File: src/rtl/npg_pkg.sv
package npg_pkg;
  parameter int ADDR_W = 19;
  parameter int EP_W   = 6;
  parameter int NPART  = 8;
  localparam int LOW_W = ADDR_W - EP_W;
  localparam int IDX_W = $clog2(NPART);

  typedef enum logic [1:0] {
    PB_OPEN = 2'b00,
    PB_SWP  = 2'b01,
    PB_HWP  = 2'b10,
    PB_LOCK = 2'b11
  } pb_e;

  localparam logic [7:0] OP_PREL_SET = 8'h07;
  localparam logic [7:0] OP_PREL_CLR = 8'h0A;
  localparam logic [7:0] OP_RD_PART  = 8'h31;
  localparam logic [7:0] OP_WR_PART  = 8'h32;
  localparam logic [7:0] OP_BOUND    = 8'h34;
  localparam logic [7:0] OP_FREEZE   = 8'h37;

  localparam logic [15:0] KEY_BOUND  = 16'hCC55;
  localparam logic [15:0] KEY_FREEZE = 16'hAA40;
  localparam logic [7:0]  BOUND_ON   = 8'hFF;
  localparam logic [7:0]  BOUND_OFF  = 8'h00;
  localparam logic [7:0]  FREEZE_OK  = 8'hD2;

  // Endpoint: upper bits from the register, low bits all ones.
  function automatic logic [ADDR_W-1:0] ep_to_addr(input logic [EP_W-1:0] ep);
    return {ep, {LOW_W{1'b1}}};
  endfunction

  function automatic logic code_blocks(input logic [1:0] pb, input logic wp);
    return (pb == PB_SWP) || (pb == PB_LOCK) || ((pb == PB_HWP) && wp);
  endfunction

  function automatic logic legacy_blocks(input logic [1:0] bp,
                                         input logic [ADDR_W-1:0] a);
    case (bp)
      2'b01:   return a[ADDR_W-1] & a[ADDR_W-2];
      2'b10:   return a[ADDR_W-1];
      2'b11:   return 1'b1;
      default: return 1'b0;
    endcase
  endfunction
endpackage

File: src/rtl/npg_cmd_decode.sv
module npg_cmd_decode
  import npg_pkg::*;
(
  input  logic        cmd_valid,
  input  logic [7:0]  cmd_op,
  input  logic [15:0] key_addr,
  input  logic [7:0]  cmd_data,
  input  logic        wel_i,
  input  logic        prel,
  input  logic        fmpc,
  output logic        do_prel_set,
  output logic        do_prel_clr,
  output logic        do_read,
  output logic        do_wr_part,
  output logic        do_latch_clr,
  output logic        bound_set,
  output logic        bound_clr,
  output logic        freeze_set
);
  logic gate_ok;
  logic bound_go;
  logic freeze_go;

  assign gate_ok     = wel_i & prel & ~fmpc;
  assign do_prel_set = cmd_valid && (cmd_op == OP_PREL_SET);
  assign do_prel_clr = cmd_valid && (cmd_op == OP_PREL_CLR);
  assign do_read     = cmd_valid && (cmd_op == OP_RD_PART);
  assign do_wr_part  = cmd_valid && (cmd_op == OP_WR_PART) && gate_ok;
  assign bound_go    = cmd_valid && (cmd_op == OP_BOUND) && gate_ok &&
                       (key_addr == KEY_BOUND);
  assign freeze_go   = cmd_valid && (cmd_op == OP_FREEZE) && gate_ok &&
                       (key_addr == KEY_FREEZE);

  assign do_latch_clr = do_wr_part | bound_go | freeze_go;
  assign bound_set    = bound_go && (cmd_data == BOUND_ON);
  assign bound_clr    = bound_go && (cmd_data == BOUND_OFF);
  assign freeze_set   = freeze_go && (cmd_data == FREEZE_OK);
endmodule

File: src/rtl/npg_part_regs.sv
module npg_part_regs
  import npg_pkg::*;
#(
  parameter int NP = NPART,
  localparam int IW = $clog2(NP)
) (
  input  logic               clk,
  input  logic               rst_n,
  input  logic               do_prel_set,
  input  logic               do_prel_clr,
  input  logic               do_read,
  input  logic               do_wr_part,
  input  logic               do_latch_clr,
  input  logic               bound_set,
  input  logic               bound_clr,
  input  logic               freeze_set,
  input  logic [IW-1:0]      sel,
  input  logic [7:0]         wdata,
  output logic [NP-1:0][7:0] regs,
  output logic               prel,
  output logic               pabp,
  output logic               fmpc,
  output logic               rd_valid,
  output logic [7:0]         rd_data,
  output logic               wel_clr
);
  logic sel_locked;
  assign sel_locked = (regs[sel][7:6] == PB_LOCK);

  for (genvar i = 0; i < NP; i++) begin : g_reg
    logic hit;
    assign hit = do_wr_part && (sel == IW'(i)) && !sel_locked;
    always_ff @(posedge clk or negedge rst_n) begin
      if (!rst_n)    regs[i] <= 8'h00;
      else if (hit) begin
        if (pabp) regs[i][7:6] <= wdata[7:6];
        else      regs[i]      <= wdata;
      end
    end
  end

  always_ff @(posedge clk or negedge rst_n) begin
    if (!rst_n) begin
      prel     <= 1'b0;
      pabp     <= 1'b0;
      fmpc     <= 1'b0;
      rd_valid <= 1'b0;
      rd_data  <= 8'h00;
      wel_clr  <= 1'b0;
    end else begin
      if (do_latch_clr)     prel <= 1'b0;
      else if (do_prel_set) prel <= 1'b1;
      else if (do_prel_clr) prel <= 1'b0;
      if (bound_set)        pabp <= 1'b1;
      else if (bound_clr)   pabp <= 1'b0;
      if (freeze_set)       fmpc <= 1'b1;
      rd_valid <= do_read;
      if (do_read) rd_data <= regs[sel];
      wel_clr  <= do_latch_clr;
    end
  end
endmodule

File: src/rtl/npg_prot_lookup.sv
module npg_prot_lookup
  import npg_pkg::*;
#(
  parameter int NP = NPART
) (
  input  logic [NP-1:0][7:0]  regs,
  input  logic [ADDR_W-1:0]   addr,
  input  logic                wp,
  input  logic                enh,
  input  logic [1:0]          bp,
  output logic                blocked,
  output logic                part_found
);
  logic [ADDR_W-1:0] prev_end;
  logic              have_prev;
  logic              part_block;
  logic [ADDR_W-1:0] this_end;

  always_comb begin
    prev_end   = '0;
    have_prev  = 1'b0;
    part_found = 1'b0;
    part_block = 1'b0;
    this_end   = '0;
    for (int i = 0; i < NP; i++) begin
      this_end = ep_to_addr(regs[i][EP_W-1:0]);
      if (!have_prev || (this_end > prev_end)) begin
        if (!part_found && (addr <= this_end)) begin
          part_found = 1'b1;
          part_block = code_blocks(regs[i][7:6], wp);
        end
        prev_end  = this_end;
        have_prev = 1'b1;
      end
    end
  end

  assign blocked = enh ? part_block : legacy_blocks(bp, addr);
endmodule

File: src/rtl/npg_guard.sv
module npg_guard
  import npg_pkg::*;
(
  input  logic        clk,
  input  logic        rst_n,
  input  logic        cmd_valid,
  input  logic [7:0]  cmd_op,
  input  logic [23:0] cmd_addr,
  input  logic [7:0]  cmd_data,
  input  logic        wel_i,
  input  logic        enh_mode_i,
  input  logic [1:0]  bp_i,
  input  logic        wp_i,
  input  logic [18:0] chk_addr,
  output logic        chk_protected,
  output logic        rd_valid,
  output logic [7:0]  rd_data,
  output logic        wel_clr,
  output logic        prel,
  output logic        pabp,
  output logic        fmpc
);
  logic do_prel_set, do_prel_clr, do_read, do_wr_part, do_latch_clr;
  logic bound_set, bound_clr, freeze_set;
  logic part_found;
  logic [NPART-1:0][7:0] regs;
  logic [IDX_W-1:0] sel;

  assign sel = cmd_addr[16 +: IDX_W];

  npg_cmd_decode u_dec (
    .cmd_valid    (cmd_valid),
    .cmd_op       (cmd_op),
    .key_addr     (cmd_addr[15:0]),
    .cmd_data     (cmd_data),
    .wel_i        (wel_i),
    .prel         (prel),
    .fmpc         (fmpc),
    .do_prel_set  (do_prel_set),
    .do_prel_clr  (do_prel_clr),
    .do_read      (do_read),
    .do_wr_part   (do_wr_part),
    .do_latch_clr (do_latch_clr),
    .bound_set    (bound_set),
    .bound_clr    (bound_clr),
    .freeze_set   (freeze_set)
  );

  npg_part_regs #(.NP(NPART)) u_regs (
    .clk          (clk),
    .rst_n        (rst_n),
    .do_prel_set  (do_prel_set),
    .do_prel_clr  (do_prel_clr),
    .do_read      (do_read),
    .do_wr_part   (do_wr_part),
    .do_latch_clr (do_latch_clr),
    .bound_set    (bound_set),
    .bound_clr    (bound_clr),
    .freeze_set   (freeze_set),
    .sel          (sel),
    .wdata        (cmd_data),
    .regs         (regs),
    .prel         (prel),
    .pabp         (pabp),
    .fmpc         (fmpc),
    .rd_valid     (rd_valid),
    .rd_data      (rd_data),
    .wel_clr      (wel_clr)
  );

  npg_prot_lookup #(.NP(NPART)) u_look (
    .regs       (regs),
    .addr       (chk_addr),
    .wp         (wp_i),
    .enh        (enh_mode_i),
    .bp         (bp_i),
    .blocked    (chk_protected),
    .part_found (part_found)
  );
endmodule

File: config.mk
export PLATFORM = sky130hd
export DESIGN_NAME = npg_guard
export DESIGN_NICKNAME = d
export VERILOG_FILES = /design/src/rtl/npg_pkg.sv /design/src/rtl/npg_cmd_decode.sv /design/src/rtl/npg_part_regs.sv /design/src/rtl/npg_prot_lookup.sv /design/src/rtl/npg_guard.sv
export SDC_FILE = /design/constraint.sdc
export NUM_CORES = 1
export LEC_CHECK = 0
export CORE_MARGIN = 4
export CORE_UTILIZATION = 49
export DETAILED_ROUTE_END_ITERATION = 8
export DONT_BUFFER_PORTS = 1
export SYNTH_ARGS = -nofsm -noshare
export SYNTH_HDL_FRONTEND = slang
export SYNTH_SLANG_ARGS = --single-unit
export TNS_END_PERCENT = 10
File: constraint.sdc
create_clock -name clk -period 19.04 [get_ports clk]
set_clock_uncertainty 0.05 [all_clocks]
set_input_delay 3.808 -clock clk [delete_from_list [all_inputs] [get_ports clk]]
set_output_delay 3.808 -clock clk [all_outputs]
set_load 0.03 [all_outputs]
==> results.yml <==
worst_setup_path:
  endpoint_kind: "output pin"
  cpMostUsedCell: "a21oi_1"
  rrSetupSlack_ns: 16.27
  crit_arrival_ns: 14.09
  cpMaxStageDelayCell: "o22ai_1"
  startpoint_type: "flop"
  crit_type: "flop to output pin"
  critical_path.max_stage_delay_ns: 0.74
  crit_fanout: 16
  worstPathRequired_ns: 15.18
synthesis:
  synth_area_leader_cell: "dfrtp_1"
  netlist.area_leader.share_pct: 27.30
  ys_warn_count: 0
  synth_simple_gate_area_share_pct: 17.89
  synth_adder_area_share_pct: 14.26
  synthMuxAreaShare_pct: 17.54
  ys.flop_type: "dfrtp_1"
  postSynth.asyncResetShare_pct: 100.0
  syn_inst: 770
  synth_xor_area_share_pct: 1.862
  synth_area_um2: 7057
  synth-compound-area-share_pct: 15.89
  syn_nets: 915
  ys_seq_elements: 77
  synth_cell_types: 81
  ys_seq_area_share_pct: 27.30
  synth_area_leaders: "dfrtp_1 (27%), ha_1 (14%), mux2_2 (9.6%)"
  synth_top_family_by_area: "simple AND/OR/NAND/NOR gates"
  syn_avg_cell_area_um2: 9.165
  synth_edf_count: 0
routing:
  firstDrtPassIters: 5
  drt-wirelength-per-cell_um: 21.25
  viasPerCell: 6.315
  vias: 5898
  drt-total-wl_um: 19850
  ant_nets: 0
  dr.first_iter.drc_count: 395
  drc: 0
final_layout:
  ff_latch_area_um2: 1927
  antenna_cells: 0
  n_fill_cell: 1273
  area_delta_synth_final_pct: 5.496
  multi_input_area_um2: 4758
  fin_nets: 894
  layout-drive-gt1-share_pct: 15.12
  postLayoutCoreUtil_pct: 53.22
timing:
  fin_crit_ns: 17.95
  slew_headroom_pct: 34.41
  worst_pin_slew_ns: 0.9839
  fmax_ghz: 0.05570
  fin_ws_ns: 1.087
  maxSlewViolCount: 0
  period_share_pct: 94.29
  finalHoldViolations: 0
  rsz0062_at_grt: "false"
  fin_setup_tns_ns: 0
  setup_viol: 0
grt:
  grt_pass1_wl_um: 31480
  antenna_found_initial: 0
  grt_pass1_vias: 5831
  globalRouteOverflowTotal: 0
  grt_max_degree: 78
  grt_use_total_pct: 24.51
clock_tree:
  insertion_delay_ns: 0.34
  cts_tree: "done"
  h-tree-depth: 3
  cts_buffer_depth: 2
  clock_tree.root_cell: "clkbuf_16"
  cts_sinks: 77
  clk_pin_slew_worst_paths_ns: 0.06
  ctsHoldBuffers: 0
  postCtsResizedCells: 0
  cts_buffers: 9
  post-cts-setup-buffers: 0
place:
  io_buffers: 0
  dp_hpwl_um: 15470
  place_ws_ns: 1.742
  gp_congestion: 0.8648
power_and_ir_drop:
  ir_drop_uv: 42.13
  power_density_nw_per_um2: 59.52
  power_mw: 0.4431
  p_leak_nw: 3.303
die:
  ios: 81
  die_area_um2: 16390
  initial_core_util_pct: 50.45
  num_rows: 43
  die_w_um: 128.0
  design.core.area_um2: 13990
  die_y_um: 128.0
job:
  drv_cap: 0
run_status:
  status: "finished clean"
min_path:
  min-delay-path-class: "flop to flop"
[sequential cells by signal, indices dropped and copies added, names as in the netlist]
signal,count
u_regs.prel,1
u_regs.wel_clr,1
u_regs.pabp,1
u_regs.regs,64
u_regs.rd_valid,1
u_regs.rd_data,8
u_regs.fmpc,1
[layout make-up]
class                           instances  area share [%]
Clock buffer                           11           3.261
Clock inverter                          5          0.7899
Inverter                               62           3.126
Multi-Input combinational cell        599           63.92
Sequential cell                        77           25.88
Tap cell                              180           3.025
[Yosys cell counts (all sizes together) (7+ instances only)]
library cell	count
clkbuf	25
nand3	12
a21o	11
mux2	63
nor2b	13
xnor2	11
and4	7
a21oi	48
mux2i	16
nor2	50
nand4	20
o21a	8
nor3	19
mux4	16
inv	61
nand2	74
ha	78
o21ai	47
dfrtp	77
nand2b	11
and2	7
a211oi	8
buf	7
a31oi	10
[worst max-delay path, delay by kind of cell, from the launching register on]
family | cells | cell delay [ns]
adders and majority gates | 7 | 2.23
buffers and inverters | 5 | 0.56
DFF | 1 | 0.49
and+or+nand+nor | 22 | 4.28
AOI/OAI and AO/OA | 26 | 6.20
[cells by family (layout without fill, tap and decap cells)]
kind of cell / Yosys count / in the layout
adders and majority gates: 81 / 81
xor gates and xnor gates: 12 / 12
AOI/OAI and AO/OA: 169 / 169
and+or+nand+nor: 242 / 242
muxes: 95 / 95
buffers and inverters: 94 / 78
DFF: 77 / 77
[stage by stage]
stage,cells,instance area (µm²),hold slack [ns]
after CTS,934,7445,0.4866
final,934,7445,0.4878
after global placement,918,7143,0.4590
after global routing,934,7445,0.5122
after detailed placement,918,7143,0.4676
after floorplan,770,7057,0.4422
[per-layer routing]
layer  track usage (%)  share of wire [%]
met5                 0                  0
met4             5.618                1.9
met3             4.417                6.7
met2             39.56                 47
met1             34.43                 44
[report_power, final]
part	switching, mW	internal, mW
sequential	0.00224	0.165
clock	0.0687	0.105
combinational	0.0566	0.0456
[cells in the final DEF, fill, tap and decap left out, types with 7 or more instances in the layout]
cell type	instances
mux2i_1	16
mux2_2	60
nand2b_1	11
inv_1	61
nor3_1	18
xnor2_1	9
a21o_1	11
nand3_1	12
a31oi_1	7
clkbuf_16	9
dfrtp_1	77
o21ai_0	44
nand2_1	74
ha_1	78
a211oi_1	7
and2_1	7
nor2b_1	13
mux4_2	16
nor2_1	48
o21a_1	8
a21oi_1	47
nand4_1	20
[path summary, 6_finish.rpt]
kind	end	cells after the start	from
hold reg to reg	u_regs.regs[54]	1	u_regs.regs[54]
setup / recovery	chk_protected	60	u_regs.regs[4]
min in group asynchronous	u_regs.regs[12]	0	rst_n
max in group asynchronous	u_regs.regs[48]	0	rst_n
hold / removal	u_regs.regs[54]	1	u_regs.regs[54]
setup reg to reg	u_regs.regs[44]	7	u_regs.regs[31]
No activity file was read; power rests on OpenSTA's default activity.
